<file path="src/rtl/i2cbm_pkg.sv">
package i2cbm_pkg;

  localparam logic [7:0] OP_START = 8'h01;
  localparam logic [7:0] OP_WRITE = 8'h02;
  localparam logic [7:0] OP_READ  = 8'h03;
  localparam logic [7:0] OP_STOP  = 8'h04;

  typedef struct packed {
    logic scl_low;
    logic sda_low;
  } drive_t;

  function automatic logic op_is_valid(input logic [7:0] op);
    return (op == OP_START) || (op == OP_WRITE) || (op == OP_READ) || (op == OP_STOP);
  endfunction

  function automatic logic op_is_byte(input logic [7:0] op);
    return (op == OP_WRITE) || (op == OP_READ);
  endfunction

  // index of the final bit slot of a command
  function automatic logic [3:0] last_slot(input logic [7:0] op);
    return op_is_byte(op) ? 4'd8 : 4'd0;
  endfunction

  // line drive for one quarter of one bit slot
  function automatic drive_t quarter_drive(input logic [7:0] op, input logic [3:0] slot,
                                           input logic [1:0] ph, input logic [7:0] tx,
                                           input logic last);
    drive_t d;
    d.scl_low = (ph == 2'd0) || (ph == 2'd3);
    d.sda_low = 1'b0;
    case (op)
      OP_START: d.sda_low = (ph >= 2'd2);
      OP_STOP: begin
        d.scl_low = (ph == 2'd0);
        d.sda_low = (ph <= 2'd1);
      end
      OP_WRITE: d.sda_low = (slot < 4'd8) ? ~tx[3'd7 - slot[2:0]] : 1'b0;
      OP_READ:  d.sda_low = (slot == 4'd8) ? ~last : 1'b0;
      default:  d.scl_low = 1'b0;
    endcase
    return d;
  endfunction

  function automatic logic [31:0] status_word(input logic busy, input logic [7:0] op,
                                              input logic nack, input logic [7:0] rx);
    return {(busy ? op : 8'h00), 15'h0000, nack, rx};
  endfunction

endpackage

</file>
<file path="src/rtl/i2cbm_qtimer.sv">
module i2cbm_qtimer #(
  parameter int QUARTER = 64,
  localparam int QW = (QUARTER > 1) ? $clog2(QUARTER) : 1
) (
  input  logic clk_i,
  input  logic rst_i,
  input  logic run_i,
  output logic tick_o
);
  logic [QW-1:0] cnt_q;

  assign tick_o = run_i && (cnt_q == QW'(QUARTER - 1));

  always_ff @(posedge clk_i) begin
    if (rst_i || !run_i || tick_o) cnt_q <= '0;
    else                           cnt_q <= cnt_q + 1'b1;
  end
endmodule

</file>
<file path="src/rtl/i2cbm_wb_regs.sv">
module i2cbm_wb_regs
  import i2cbm_pkg::*;
(
  input  logic        clk_i,
  input  logic        rst_i,
  input  logic        wb_cyc_i,
  input  logic        wb_stb_i,
  input  logic        wb_we_i,
  input  logic        wb_adr_i,
  input  logic [31:0] wb_dat_i,
  output logic [31:0] wb_dat_o,
  output logic        wb_ack_o,
  input  logic        busy_i,
  input  logic [31:0] status_i,
  output logic        go_o,
  output logic [7:0]  op_o,
  output logic [7:0]  tx_o
);
  logic [31:0] ctrl_q;
  logic        wr_ctrl_w;

  assign wb_ack_o  = wb_cyc_i && wb_stb_i;
  assign wr_ctrl_w = wb_ack_o && wb_we_i && !wb_adr_i;
  assign wb_dat_o  = wb_adr_i ? status_i : ctrl_q;
  assign go_o      = wr_ctrl_w && !busy_i && op_is_valid(wb_dat_i[31:24]);
  assign op_o      = wb_dat_i[31:24];
  assign tx_o      = wb_dat_i[7:0];

  always_ff @(posedge clk_i) begin
    if (rst_i)                    ctrl_q <= '0;
    else if (wr_ctrl_w && !busy_i) ctrl_q <= wb_dat_i;
  end
endmodule

</file>
<file path="src/rtl/i2cbm_engine.sv">
module i2cbm_engine
  import i2cbm_pkg::*;
(
  input  logic       clk_i,
  input  logic       rst_i,
  input  logic       go_i,
  input  logic [7:0] op_i,
  input  logic [7:0] tx_i,
  input  logic       tick_i,
  input  logic       sda_i,
  output logic       busy_o,
  output logic [7:0] op_o,
  output logic       nack_o,
  output logic [7:0] rx_o,
  output logic       scl_low_o,
  output logic       sda_low_o
);
  logic       busy_q, nack_q, scl_low_q, sda_low_q;
  logic [7:0] op_q, tx_q, sh_q, rx_q;
  logic [3:0] slot_q, nxt_slot_w;
  logic [1:0] ph_q, nxt_ph_w;
  logic       final_quarter_w, sample_w;
  drive_t     nxt_drive_w, go_drive_w;

  assign final_quarter_w = (slot_q == last_slot(op_q)) && (ph_q == 2'd3);
  assign sample_w        = busy_q && tick_i && (ph_q == 2'd1);
  assign nxt_ph_w        = ph_q + 2'd1;
  assign nxt_slot_w      = (ph_q == 2'd3) ? slot_q + 4'd1 : slot_q;
  assign nxt_drive_w     = quarter_drive(op_q, nxt_slot_w, nxt_ph_w, tx_q, tx_q[0]);
  assign go_drive_w      = quarter_drive(op_i, 4'd0, 2'd0, tx_i, tx_i[0]);

  always_ff @(posedge clk_i) begin
    if (rst_i) begin
      busy_q <= 1'b0; op_q <= '0; tx_q <= '0; sh_q <= '0; rx_q <= '0;
      nack_q <= 1'b0; slot_q <= '0; ph_q <= '0;
      scl_low_q <= 1'b0; sda_low_q <= 1'b0;
    end else if (go_i) begin
      busy_q    <= 1'b1;
      op_q      <= op_i;
      tx_q      <= tx_i;
      slot_q    <= '0;
      ph_q      <= '0;
      scl_low_q <= go_drive_w.scl_low;
      sda_low_q <= go_drive_w.sda_low;
    end else if (busy_q && tick_i) begin
      if (sample_w) begin
        if (slot_q < 4'd8) sh_q <= {sh_q[6:0], sda_i};
        if (op_q == OP_READ && slot_q == 4'd7) rx_q <= {sh_q[6:0], sda_i};
        if (op_q == OP_WRITE && slot_q == 4'd8) nack_q <= sda_i;
      end
      if (final_quarter_w) begin
        busy_q <= 1'b0;
      end else begin
        slot_q    <= nxt_slot_w;
        ph_q      <= nxt_ph_w;
        scl_low_q <= nxt_drive_w.scl_low;
        sda_low_q <= nxt_drive_w.sda_low;
      end
    end
  end

  assign busy_o    = busy_q;
  assign op_o      = op_q;
  assign nack_o    = nack_q;
  assign rx_o      = rx_q;
  assign scl_low_o = scl_low_q;
  assign sda_low_o = sda_low_q;
endmodule

</file>
<file path="src/rtl/i2c_byte_master.sv">
module i2c_byte_master
  import i2cbm_pkg::*;
#(
  parameter int BIT_CYCLES = 256,
  localparam int QUARTER = BIT_CYCLES / 4
) (
  input  logic        clk_i,
  input  logic        rst_i,
  input  logic        wb_cyc_i,
  input  logic        wb_stb_i,
  input  logic        wb_we_i,
  input  logic        wb_adr_i,
  input  logic [31:0] wb_dat_i,
  output logic [31:0] wb_dat_o,
  output logic        wb_ack_o,
  output logic        scl_oe_o,
  output logic        sda_oe_o,
  input  logic        sda_i
);
  logic        go_w, busy_w, tick_w, nack_w;
  logic [7:0]  go_op_w, go_tx_w, op_w, rx_w;
  logic [31:0] status_w;

  assign status_w = status_word(busy_w, op_w, nack_w, rx_w);

  i2cbm_wb_regs u_regs (
    .clk_i(clk_i), .rst_i(rst_i),
    .wb_cyc_i(wb_cyc_i), .wb_stb_i(wb_stb_i), .wb_we_i(wb_we_i), .wb_adr_i(wb_adr_i),
    .wb_dat_i(wb_dat_i), .wb_dat_o(wb_dat_o), .wb_ack_o(wb_ack_o),
    .busy_i(busy_w), .status_i(status_w),
    .go_o(go_w), .op_o(go_op_w), .tx_o(go_tx_w)
  );

  i2cbm_qtimer #(.QUARTER(QUARTER)) u_qtimer (
    .clk_i(clk_i), .rst_i(rst_i), .run_i(busy_w), .tick_o(tick_w)
  );

  i2cbm_engine u_engine (
    .clk_i(clk_i), .rst_i(rst_i),
    .go_i(go_w), .op_i(go_op_w), .tx_i(go_tx_w),
    .tick_i(tick_w), .sda_i(sda_i),
    .busy_o(busy_w), .op_o(op_w), .nack_o(nack_w), .rx_o(rx_w),
    .scl_low_o(scl_oe_o), .sda_low_o(sda_oe_o)
  );
endmodule

</file>
<file path="config.mk">
export PLATFORM = sky130hd
export DESIGN_NAME = i2c_byte_master
export DESIGN_NICKNAME = d
export VERILOG_FILES = /design/src/rtl/i2cbm_pkg.sv /design/src/rtl/i2cbm_qtimer.sv /design/src/rtl/i2cbm_wb_regs.sv /design/src/rtl/i2cbm_engine.sv /design/src/rtl/i2c_byte_master.sv
export SDC_FILE = /design/constraint.sdc
export NUM_CORES = 1
export LEC_CHECK = 0
export ABC_CLOCK_PERIOD_IN_PS = 2700
export CAP_MARGIN = 15
export CORE_UTILIZATION = 51
export DETAILED_ROUTE_END_ITERATION = 8
export PLACE_DENSITY = 0.82
export SLEW_MARGIN = 0
export SYNTH_ARGS = -nofsm -noshare
export SYNTH_HDL_FRONTEND = slang
export SYNTH_SLANG_ARGS = --single-unit
</file>
<file path="constraint.sdc">
create_clock -name clk_i -period 2.7 [get_ports clk_i]
set_input_delay 0.54 -clock clk_i [delete_from_list [all_inputs] [get_ports clk_i]]
set_output_delay 0.54 -clock clk_i [all_outputs]
set_load 0.01 [all_outputs]
</file>
==> impl_metrics.yaml <==
power_and_ir_drop:
  finalPower_mw: 2.21
  powerDensity_nw_per_um2: 468
  leakage_nw: 1.61
  ir_worst_vdd_mv: 0.309
sta:
  worst_pin_slew_ns: 0.692
  rsz0062_at_grt: "false"
  finalSetupViolCount: 0
  setup-tns-final_ns: 0
  hold_ws_ns: 0.453
  clock.fmax_ghz: 0.380
  slew-limit-headroom_pct: 53.5
  hold_violations: 0
  finalClockSkew_ns: 0.00908
  final-max-slew-violation-count: 0
  timing.final.crit_share_pct: 97.6
  period_needed_ns: 2.63
synth:
  async_flop_share_pct: 0
  syn_nets: 500
  seq_area_frac_synth_pct: 42.9
  synth_top_area_share_pct: 42.9
  yosysTopAreaCell: "dfxtp_1"
  yosysWarnings: 0
  netlist-cell-type-count: 48
  synthTopCellsByArea: "dfxtp_1, nand2_1, a21oi_1, mux2i_1, nor2_1"
  synth_edf_count: 0
  synthCells: 455
  synth_ff_type: "dfxtp_1"
  syn_area_um2: 3680
  synth_area_per_cell_um2: 8.09
  ys_ff_latch: 79
setup_path:
  crit_path_cell_trace: "clkdlybuf4s50_1, buf_6, nand3_1, o21ai_0, clkdlybuf4s50_1"
  crit_buf_inv: 3
  slowest_delay_ns: 0.59
  crit_type: "in -> out"
  crit_path_end_kind: "output pin"
  cpMostUsedCell: "clkdlybuf4s50_1"
  required_ns: 2.16
  start_kind: "primary input"
  crit_family: "buffers and inverters"
  slowest_stage: "clkdlybuf4s50_1"
  critical_path_arrival_ns: 2.09
  crit_path_max_fanout: 19
drt:
  wl_per_cell_um: 13.7
  firstDrtPassIters: 4
  via_per_inst: 5.21
  num_vias: 3243
  drtAntennaViolNets: 0
  wirelength_mm: 8.54
  drt_iter0_markers: 218
  drc: 0
clock_tree:
  cts_tree: "done"
  clk_pin_slew_worst_paths_ns: 0.08
  cts_setup_buffers: 0
  clockBufferDepth: 2
  cts_buffers: 9
  cts_max_level: 3
  clock-sinks: 79
  ctsRootBufferMaster: "clkbuf_8"
  clk_latency_ns: 0.35
placement:
  portBuffers: 73
  hpwl_mm: 6.23
  place_congestion: 0.881
floorplanning:
  core-area_um2: 6870
  initial_utilization_pct: 53.6
  dieArea_um2: 7560
  rows: 30
  io_pins: 74
  die_w_um: 87.0
  dieHeight_um: 87.0
cells_and_area:
  diodes: 0
  fin_util_pct: 68.6
  nets: 567
  drive_gt1_share_pct: 9.49
  area_growth_pct: 28.0
run_status:
  status: "completed"
global_route:
  track_usage_pct: 24.4
  overflow: 0
  grt_antenna_before_repair: 0
  grt_pass1_wl_mm: 14.3
  grt_max_degree: 40
  first_global_vias: 3033
run:
  maxCapViolCount: 0
min_path:
  min_path_type: "reg -> reg"
-- cell families after synthesis --
logic type	share of synthesized area, %
fa+ha+maj	2.04
buf+inv	4.96
xor+xnor	2.85
flops	42.9
simple gates	26.9
mux	8.49
compound gates	11.8
-- cell type report --
| class | instances | area [um^2] |
|---|---|---|
| Tap cell | 96 | 120 |
| Clock inverter | 5 | 65.1 |
| Sequential cell | 79 | 1580 |
| Clock buffer | 11 | 131 |
| Timing Repair Buffer | 87 | 850 |
| Fill cell | 568 | 2150 |
| Inverter | 13 | 48.8 |
| Multi-Input combinational cell | 332 | 1920 |
-- flip-flops by register name (all words and copies together), names as in the netlist --
| register | flops |
|---|---|
| u_engine.sh_q | 7 |
| u_engine.sda_low_o | 1 |
| u_engine.busy_o | 1 |
| u_engine.tx_q | 8 |
| u_engine.slot_q | 4 |
| u_engine.op_o | 8 |
| u_engine.rx_o | 8 |
| u_engine.nack_o | 1 |
| u_engine.scl_low_o | 1 |
| u_qtimer.cnt_q | 6 |
| u_engine.ph_q | 2 |
| u_regs.ctrl_q | 32 |
-- worst paths after layout --
kind | start | to | slack (ns) | cells after the start
max | wb_adr_i | wb_dat_o[24] | 0.07 | 5
min | u_qtimer.cnt_q[0] | u_qtimer.cnt_q[0] | 0.45 | 1
max reg2reg | u_engine.ph_q[0] | u_engine.ph_q[1] | 0.40 | 7
min reg2reg | u_qtimer.cnt_q[0] | u_qtimer.cnt_q[0] | 0.45 | 1
-- synth_stat cells, types with 3 or more instances --
library cell / count
xnor2_1: 6
xor2_1: 6
nand2_1: 94
ha_1: 6
mux2i_1: 20
nor3_1: 5
clkbuf_1: 26
nand3_1: 15
mux2_2: 10
o21ai_0: 12
and2_1: 7
inv_1: 13
a21oi_1: 52
nor4_1: 3
nand4_1: 3
a31oi_1: 3
nor2b_1: 18
dfxtp_1: 79
or3_1: 5
nor2_1: 37
-- power by group --
part / total [mW] / switching (mW) / internal [mW]
Combinational: 0.153 / 0.0694 / 0.0838
Sequential: 1.18 / 0.00506 / 1.17
Clock: 0.876 / 0.438 / 0.438
Total: 2.21 / 0.513 / 1.70
-- per-stage QoR --
| step | instance area, um^2 | worst slack [ns] | cells |
|---|---|---|---|
| 3_5_place_dp | 4510 | 0.0623 | 607 |
| 6_report | 4710 | 0.0658 | 623 |
| 4_1_cts | 4710 | 0.0542 | 623 |
| 5_1_grt | 4710 | 0.0242 | 623 |
| 2_1_floorplan | 3680 | 0.614 | 455 |
| 3_3_place_gp | 4510 | 0.0446 | 607 |
-- per-layer routing --
metal  vias up  track usage (%)  routed length, um
li1       1650                -                  -
met1      1511             31.2               3950
met2        69             40.4               4120
met3        13             5.50                331
met4         0             8.64                142
met5         -                0                  0
-- timing repair --
| action | CTS | global route |
|---|---|---|
| endpoints found under the setup margin | 0 | 3 |
| endpoints found under the hold margin | 0 | 0 |
| resized for setup | 0 | 2 |
| hold buffers | 0 | 0 |
-- placed cells by master, fill, tap and decap left out, types with 3 or more instances in the layout --
master and instances:
mux2_2 10, or3_1 5, clkdlybuf4s50_1 71, nor2b_1 18, and2_1 7, nand3_1 15, xor2_1 6, dfxtp_1 79
clkbuf_8 9, inv_1 13, nor2_1 37, buf_4 12, nor3_1 5, nand4_1 3, a21oi_1 52, o21ai_0 12
ha_1 6, nor4_1 3, mux2i_1 20, xnor2_1 6, nand2_1 94, a31oi_1 3
No activity file was read; power rests on OpenSTA's default activity.
